### src/rtl/hbi_pkg.sv
// Shared types for the host bus port: bus mode codes, decode targets and
// register indices. Assumes 4 registers in the low half of the address map.
package hbi_pkg;

    typedef enum logic [1:0] {
        BUS_DIRECT = 2'd0,
        BUS_MUX_A  = 2'd1,
        BUS_MUX_B  = 2'd2
    } bus_mode_e;

    typedef enum logic [1:0] {
        TGT_NONE = 2'd0,
        TGT_REG  = 2'd1,
        TGT_WIN  = 2'd2
    } tgt_e;

    localparam int REG_IDX_W = 2;
    localparam logic [REG_IDX_W-1:0] REG_MODE  = 2'd0;
    localparam logic [REG_IDX_W-1:0] REG_CTRL  = 2'd1;
    localparam logic [REG_IDX_W-1:0] REG_ALIGN = 2'd2;
    localparam logic [REG_IDX_W-1:0] REG_OFFS  = 2'd3;

endpackage

### src/rtl/hbi_addr_latch.sv
// Captures the multiplexed address on a rising latch strobe and records which
// multiplexed handshake the host uses. Assumes inputs are synchronous to clk.
module hbi_addr_latch
    import hbi_pkg::*;
#(
    parameter int ADDR_W = 8
) (
    input  logic              clk,
    input  logic              rst_n,
    input  logic              mode_sel,
    input  logic              as_ale,
    input  logic              ds_rd_n,
    input  logic [ADDR_W-1:0] ad_in,
    output logic [ADDR_W-1:0] mux_addr,
    output bus_mode_e         bus_mode
);

    logic ale_q;
    logic mode_b_q;
    logic ale_rise;

    assign ale_rise = as_ale && !ale_q;

    // Track the previous latch strobe level for edge detection.
    always_ff @(posedge clk) begin
        if (!rst_n) ale_q <= 1'b0;
        else        ale_q <= as_ale;
    end

    // Latch address and handshake choice on a latch edge in multiplexed mode.
    always_ff @(posedge clk) begin
        if (!rst_n) begin
            mux_addr <= '0;
            mode_b_q <= 1'b0;
        end else if (ale_rise && mode_sel) begin
            mux_addr <= ad_in;
            mode_b_q <= ds_rd_n;
        end
    end

    // Report the handshake in force; the strap overrides the latched choice.
    always_comb begin
        if (!mode_sel)     bus_mode = BUS_DIRECT;
        else if (mode_b_q) bus_mode = BUS_MUX_B;
        else               bus_mode = BUS_MUX_A;
    end

    // the latched handshake only moves on a latch edge.
    p_mode_hold_r2: assert property (@(posedge clk) disable iff (!rst_n)
        !ale_rise |=> $stable(mode_b_q))
        else $error("handshake mode changed without a latch edge");

endmodule

### src/rtl/hbi_strobe.sv
// Turns the bus control lines into a transfer strobe and direction for the
// active handshake, emits a single access pulse and holds the acknowledge.
module hbi_strobe
    import hbi_pkg::*;
(
    input  logic      clk,
    input  logic      rst_n,
    input  bus_mode_e bus_mode,
    input  logic      cs_n,
    input  logic      ds_rd_n,
    input  logic      rw_wr_n,
    output logic      access,
    output logic      is_write,
    output logic      ack,
    output logic      read_phase
);

    logic strobe;
    logic ack_q;
    logic wr_q;

    // Decode the strobe condition for each handshake.
    always_comb begin
        strobe   = 1'b0;
        is_write = !rw_wr_n;
        case (bus_mode)
            BUS_DIRECT: strobe = !cs_n && !ds_rd_n;
            BUS_MUX_A:  strobe = !cs_n && ds_rd_n;
            BUS_MUX_B:  strobe = !cs_n && (!ds_rd_n || !rw_wr_n);
            default:    strobe = 1'b0;
        endcase
    end

    assign access     = strobe && !ack_q;
    assign ack        = ack_q;
    assign read_phase = ack_q && !wr_q;

    // Acknowledge follows the sampled strobe; direction held for the transfer.
    always_ff @(posedge clk) begin
        if (!rst_n) begin
            ack_q <= 1'b0;
            wr_q  <= 1'b0;
        end else begin
            ack_q <= strobe;
            if (access) wr_q <= is_write;
        end
    end

    // acknowledge needs chip select on the edge before.
    p_ack_needs_cs_r9: assert property (@(posedge clk) disable iff (!rst_n)
        ack_q |-> $past(!cs_n))
        else $error("acknowledge without chip select");

    // released chip select drops the acknowledge.
    p_ack_release_r9: assert property (@(posedge clk) disable iff (!rst_n)
        cs_n |=> !ack_q)
        else $error("acknowledge held after release");

    // one access per strobe.
    p_single_access_r9: assert property (@(posedge clk) disable iff (!rst_n)
        access |=> !access)
        else $error("two accesses from one strobe");

endmodule

### src/rtl/hbi_decode.sv
// Splits an address into register space, memory window or unmapped space.
// Assumes the top address bit picks registers (0) or the window (1).
module hbi_decode
    import hbi_pkg::*;
#(
    parameter int ADDR_W = 8,
    parameter int CHAN_W = 5
) (
    input  logic [ADDR_W-1:0]    addr,
    output tgt_e                 tgt,
    output logic [REG_IDX_W-1:0] reg_idx,
    output logic [CHAN_W-1:0]    chan
);

    localparam int HI = ADDR_W - 1;

    // Classify the address and extract register and channel indices.
    always_comb begin
        reg_idx = addr[REG_IDX_W-1:0];
        chan    = addr[CHAN_W-1:0];
        if (!addr[HI]) begin
            tgt = (addr[HI-1:REG_IDX_W] == '0) ? TGT_REG : TGT_NONE;
        end else begin
            tgt = (addr[HI-1:CHAN_W] == '0) ? TGT_WIN : TGT_NONE;
        end
    end

endmodule

### src/rtl/hbi_regs.sv
// Register storage, memory request generation and read-data capture.
// Assumes mem_rdata is valid in the same cycle as the request.
module hbi_regs
    import hbi_pkg::*;
#(
    parameter int DATA_W = 16,
    parameter int CHAN_W = 5,
    parameter int STRM_W = 4
) (
    input  logic                 clk,
    input  logic                 rst_n,
    input  logic                 access,
    input  logic                 is_write,
    input  tgt_e                 tgt,
    input  logic [REG_IDX_W-1:0] reg_idx,
    input  logic [CHAN_W-1:0]    chan,
    input  logic [DATA_W-1:0]    wdata,
    input  logic [DATA_W-1:0]    falign,
    input  logic [DATA_W-1:0]    mem_rdata,
    output logic [DATA_W-1:0]    rdata_q,
    output logic [DATA_W-1:0]    mode_q,
    output logic [DATA_W-1:0]    ctrl_q,
    output logic [DATA_W-1:0]    offs_q,
    output logic                 mem_req,
    output logic                 mem_we,
    output logic                 mem_data_sel,
    output logic [STRM_W-1:0]    mem_stream,
    output logic [CHAN_W-1:0]    mem_chan,
    output logic [DATA_W-1:0]    mem_wdata
);

    localparam int MSEL_BIT = STRM_W;

    logic            reg_wr;
    logic [DATA_W-1:0] rd_mux;

    assign mem_data_sel = ctrl_q[MSEL_BIT];
    assign mem_stream   = ctrl_q[STRM_W-1:0];
    assign mem_chan     = chan;
    assign mem_wdata    = wdata;
    assign mem_we       = is_write;
    assign mem_req      = access && (tgt == TGT_WIN) && !(is_write && mem_data_sel);
    assign reg_wr       = access && is_write && (tgt == TGT_REG);

    // Update the writable registers; the alignment slot has no storage.
    always_ff @(posedge clk) begin
        if (!rst_n) begin
            mode_q <= '0;
            ctrl_q <= '0;
            offs_q <= '0;
        end else if (reg_wr) begin
            case (reg_idx)
                REG_MODE: mode_q <= wdata;
                REG_CTRL: ctrl_q <= wdata;
                REG_OFFS: offs_q <= wdata;
                default:  ;
            endcase
        end
    end

    // Select the word a read returns.
    always_comb begin
        rd_mux = '0;
        case (tgt)
            TGT_REG: begin
                case (reg_idx)
                    REG_MODE:  rd_mux = mode_q;
                    REG_CTRL:  rd_mux = ctrl_q;
                    REG_ALIGN: rd_mux = falign;
                    default:   rd_mux = offs_q;
                endcase
            end
            TGT_WIN: rd_mux = mem_rdata;
            default: rd_mux = '0;
        endcase
    end

    // Hold the read word for the length of the acknowledge.
    always_ff @(posedge clk) begin
        if (!rst_n)                  rdata_q <= '0;
        else if (access && !is_write) rdata_q <= rd_mux;
    end

    // writes outside the writable registers change no stored register.
    p_ro_write_ignored_r7: assert property (@(posedge clk) disable iff (!rst_n)
        (access && is_write && (tgt != TGT_REG || reg_idx == REG_ALIGN))
        |=> ($stable(mode_q) && $stable(ctrl_q) && $stable(offs_q)))
        else $error("read-only or unmapped write changed a register");

    // unmapped reads capture zero.
    p_unmapped_zero_r8: assert property (@(posedge clk) disable iff (!rst_n)
        (access && !is_write && tgt == TGT_NONE) |=> (rdata_q == '0))
        else $error("unmapped read returned nonzero");

endmodule

### src/rtl/hbi_host_port.sv
// Top of the host bus port: joins the address latch, strobe handling, decode
// and register file. Assumes all bus inputs are synchronous to clk.
module hbi_host_port
    import hbi_pkg::*;
#(
    parameter int ADDR_W = 8,
    parameter int DATA_W = 16,
    parameter int CHAN_W = 5,
    parameter int STRM_W = 4
) (
    input  logic              clk,
    input  logic              rst_n,
    input  logic              mode_sel_i,
    input  logic              cs_n_i,
    input  logic              ds_rd_n_i,
    input  logic              rw_wr_n_i,
    input  logic              as_ale_i,
    input  logic [ADDR_W-1:0] addr_i,
    input  logic [ADDR_W-1:0] ad_i,
    input  logic [DATA_W-ADDR_W-1:0] dhi_i,
    output logic [ADDR_W-1:0] ad_o,
    output logic [DATA_W-ADDR_W-1:0] dhi_o,
    output logic              data_oe_o,
    output logic              xfer_ack_o,
    output logic [1:0]        bus_mode_o,
    input  logic [DATA_W-1:0] falign_i,
    output logic [DATA_W-1:0] cfg_mode_o,
    output logic [DATA_W-1:0] cfg_ctrl_o,
    output logic [DATA_W-1:0] cfg_offset_o,
    output logic              mem_req_o,
    output logic              mem_we_o,
    output logic              mem_data_sel_o,
    output logic [STRM_W-1:0] mem_stream_o,
    output logic [CHAN_W-1:0] mem_chan_o,
    output logic [DATA_W-1:0] mem_wdata_o,
    input  logic [DATA_W-1:0] mem_rdata_i
);

    bus_mode_e            bus_mode;
    tgt_e                 tgt;
    logic [ADDR_W-1:0]    mux_addr;
    logic [ADDR_W-1:0]    cur_addr;
    logic [REG_IDX_W-1:0] reg_idx;
    logic [CHAN_W-1:0]    chan;
    logic                 access;
    logic                 is_write;
    logic [DATA_W-1:0]    rdata_q;

    assign cur_addr   = (bus_mode == BUS_DIRECT) ? addr_i : mux_addr;
    assign bus_mode_o = bus_mode;
    assign ad_o       = rdata_q[ADDR_W-1:0];
    assign dhi_o      = rdata_q[DATA_W-1:ADDR_W];

    hbi_addr_latch #(.ADDR_W(ADDR_W)) u_latch (
        .clk      (clk),
        .rst_n    (rst_n),
        .mode_sel (mode_sel_i),
        .as_ale   (as_ale_i),
        .ds_rd_n  (ds_rd_n_i),
        .ad_in    (ad_i),
        .mux_addr (mux_addr),
        .bus_mode (bus_mode)
    );

    hbi_strobe u_strobe (
        .clk        (clk),
        .rst_n      (rst_n),
        .bus_mode   (bus_mode),
        .cs_n       (cs_n_i),
        .ds_rd_n    (ds_rd_n_i),
        .rw_wr_n    (rw_wr_n_i),
        .access     (access),
        .is_write   (is_write),
        .ack        (xfer_ack_o),
        .read_phase (data_oe_o)
    );

    hbi_decode #(.ADDR_W(ADDR_W), .CHAN_W(CHAN_W)) u_decode (
        .addr    (cur_addr),
        .tgt     (tgt),
        .reg_idx (reg_idx),
        .chan    (chan)
    );

    hbi_regs #(.DATA_W(DATA_W), .CHAN_W(CHAN_W), .STRM_W(STRM_W)) u_regs (
        .clk          (clk),
        .rst_n        (rst_n),
        .access       (access),
        .is_write     (is_write),
        .tgt          (tgt),
        .reg_idx      (reg_idx),
        .chan         (chan),
        .wdata        ({dhi_i, ad_i}),
        .falign       (falign_i),
        .mem_rdata    (mem_rdata_i),
        .rdata_q      (rdata_q),
        .mode_q       (cfg_mode_o),
        .ctrl_q       (cfg_ctrl_o),
        .offs_q       (cfg_offset_o),
        .mem_req      (mem_req_o),
        .mem_we       (mem_we_o),
        .mem_data_sel (mem_data_sel_o),
        .mem_stream   (mem_stream_o),
        .mem_chan     (mem_chan_o),
        .mem_wdata    (mem_wdata_o)
    );

    // read data is driven only inside an acknowledge.
    p_oe_in_ack_r11: assert property (@(posedge clk) disable iff (!rst_n)
        data_oe_o |-> xfer_ack_o)
        else $error("read drive outside acknowledge");

    // no memory write ever reaches the data memory.
    p_no_dmem_write_r7: assert property (@(posedge clk) disable iff (!rst_n)
        (mem_req_o && mem_we_o) |-> !mem_data_sel_o)
        else $error("write issued to data memory");

endmodule

### config.mk
export PLATFORM = sky130hd
export DESIGN_NAME = hbi_host_port
export DESIGN_NICKNAME = d
export VERILOG_FILES = /design/src/rtl/hbi_pkg.sv /design/src/rtl/hbi_addr_latch.sv /design/src/rtl/hbi_strobe.sv /design/src/rtl/hbi_decode.sv /design/src/rtl/hbi_regs.sv /design/src/rtl/hbi_host_port.sv
export SDC_FILE = /design/constraint.sdc
export NUM_CORES = 1
export LEC_CHECK = 0
export ABC_AREA = 1
export BUFFER_PORTS_ARGS = -buffer_cell sky130_fd_sc_hd__buf_2
export CORE_MARGIN = 4
export CORE_UTILIZATION = 40
export CTS_BUF_LIST = sky130_fd_sc_hd__clkbuf_8
export CTS_CLUSTER_DIAMETER = 40
export CTS_CLUSTER_SIZE = 30
export DETAILED_ROUTE_END_ITERATION = 6
export HOLD_SLACK_MARGIN = 0.02
export PLACE_DENSITY_LB_ADDON = 0.1
export SLEW_MARGIN = 30
export SYNTH_ARGS = -nofsm -noshare
export SYNTH_HDL_FRONTEND = slang
export SYNTH_HIERARCHICAL = 1
export SYNTH_SLANG_ARGS = --single-unit
### constraint.sdc
create_clock -name clk -period 2.8 [get_ports clk]
set_input_delay 0.56 -clock clk [delete_from_list [all_inputs] [get_ports clk]]
set_output_delay 0.56 -clock clk [all_outputs]
set_load 0.03 [all_outputs]
==> reports/qor.yml <==
path_clk_slew_ps: 90
grt_antenna_before_repair: 0
clock_skew_ps: 10.6
seq_area_frac_synth_pct: 38.8
synth.most_common_cell: "nand2_1"
core_area_sq_mm: 0.00937
power.total_uw: 2460
grt_pass1_vias: 3693
drive_gt1_share_pct: 30.3
vdd_ir_drop_max_v: 0.000196
crit_path_max_fanout: 8
via_per_inst: 4.87
wl_per_cell_um: 14.7
routed_wl_um: 12500
cts_sinks: 76
yosysUniqueCellTypes: 25
holdCritStartpoint: "as_ale_i"
nets: 788
drv_cap: 0
ys_warn_count: 6
r2r_setup_slack_ps: 330
power_density_mw_per_mm2: 496
clock_latency_ps: 350
outcome: "complete, no violations"
antenna_left: 0
grt_max_degree: 40
numCtsBuffers: 9
fmax_ghz: 0.369
synthesis.area_sq_mm: 0.00392
die_area_sq_mm: 0.0114
root_buffer: "clkbuf_8"
max_slew_margin_pct: 59.2
worstPathRequired_ps: 2240
setup_ws_ps: 89.0
syn2layout_area_growth_pct: 26.4
ctsLongestPathBuffers: 2
grt_first_pass_wirelength_um: 19500
die_h_um: 107
cp-startpoint: "mode_sel_i"
grt_usage_pct: 21.7
hold_class: "primary input to flop"
p_leak_uw: 0.00258
path_class: "primary input to output port"
yosysTopAreaCell: "dfxtp_1"
initial_core_util_pct: 41.8
synth_common_cells: "nand2_1 (140), nor2_1 (91), dfxtp_1 (76)"
drc: 0
regArea_sq_mm: 0.00152
cts_tree: "built"
fin_crit_sh_pct: 96.8
synthesis.nets: 659
antenna_cells: 0
dp.cells: 833
rows: 35
async_flop_share_pct: 0
endpoint_kind: "output port"
port_buffers: 158
dieWidth_um: 107
finalNonFillerCells: 854
n_fill_cell: 980
post-place-ws_ps: -89.2
finalHoldViolCount: 0
cp-start-kind: "primary input"
synthCells: 591
synth_edf_count: 0
period_minus_slack_ps: 2710
gp_congestion: 0.836
worstReg2RegStart: "u_latch/mode_b_q"
tightest_slew_ps: 611
yosysTopAreaCellShare_pct: 38.8
vias: 4160
drt_pass1_iterations: 6
synth.avg_cell_area_sq_um: 6.63
hpwl_um: 9140
overflow: 0
htreeDepth: 3
drt_iter0_markers: 323
ys.flop_type: "dfxtp_1"
critPathArrivalTime_ps: 2150
multiInputGateArea_sq_mm: 0.00186
slew_violations: 0
synth_area_leaders: "dfxtp_1 (39%), nand2_1 (13%), nor2_1 (8.7%), o21ai_0 (7.4%), buf_4 (6.7%)"
synth.ff_latch_count: 76
pin_count: 159
setup_violations: 0
## flip-flops by register name, summed over array words and instances, names as in the netlist
name / count
u_regs/ctrl_q: 16
u_regs/rdata_q: 16
u_regs/offs_q: 16
u_latch/mode_b_q: 1
u_latch/ale_q: 1
u_regs/mode_q: 16
u_latch/mux_addr: 8
u_strobe/wr_q: 1
u_strobe/ack: 1
## power breakdown
part / switching, uW / total (uW) / internal [uW]
clock: 429 / 893 / 464
sequential: 10.2 / 1110 / 1100
combinational: 305 / 456 / 151
## cell families after synthesis
kind of cell	after synthesis	share of synthesized area [%]
simple gates	277	29.3
compound gates	122	15.6
buf+inv	111	14.6
flops	76	38.8
fa+ha+maj	5	1.60
## critical path, cell delays in order
cell,delay (ps)
buf_2,150
inv_1,80
nor2_4,210
nor2_4,90
nand2_1,70
nand2_1,40
or2_1,250
nor2_2,160
ha_2,220
nand2_4,50
a21oi_4,110
buf_4,170
## through the flow
stage               hold WS (ps)  setup TNS, ps  utilization, %  cell area [sq um]
floorplan                    485              0               -               3980
global placement             448          -1050            50.1               4700
detailed placement           453          -1400            50.1               4700
CTS                          415              0            52.5               4920
global route                 451          -16.9            52.8               4950
finish                       434              0            52.8               4950
## per-layer routing
layer | vias to the layer above | wire, um | GRT usage [%]
met2 | 183 | 5290 | 30.9
li1 | 2102 | - | -
met1 | 1857 | 6030 | 33.1
met3 | 18 | 1040 | 3.79
met4 | 0 | 160 | 6.39
met5 | - | 0 | 0
## final timing paths
| check | end | cells past startpoint |
|---|---|---|
| worst max-delay path | mem_req_o | 12 |
| worst min-delay path | u_latch/ale_q | 3 |
| worst max register to register | u_regs/ctrl_q[2] | 13 |
| worst min register to register | u_regs/rdata_q[13] | 2 |
## final cells by class
cell class,count,share of cell area [%]
clock buffer,11,3.06
multi-input combinational,404,37.6
sequential,76,30.8
tap,129,3.26
clock inverter,5,1.19
inverter,49,3.79
timing repair buffer,179,20.2
timing repair inverter,1,0.152
## repair_timing
item                                    in CTS  in global routing
resized for setup                            1                  6
endpoints found under the setup margin       1                  1
hold buffers                                 0                  0
buffers inserted                             2                  2
cloned                                       0                  1
pin swaps                                    0                  1
## placed cells by master, fill, tap and decap left out, types with 2 or more instances in the layout
cell type / n
nand2_2: 3
nand3_1: 33
nor2_2: 3
nand2_1: 138
inv_2: 6
buf_2: 157
clkinvlp_4: 3
clkbuf_8: 11
nand2_4: 2
buf_4: 18
dfxtp_1: 75
buf_12: 4
nor2_4: 2
inv_1: 43
ha_1: 4
o21ai_1: 17
o21ai_0: 55
nor2_1: 89
a21oi_1: 49
inv_6: 2
(Power assumes the default switching activity.)
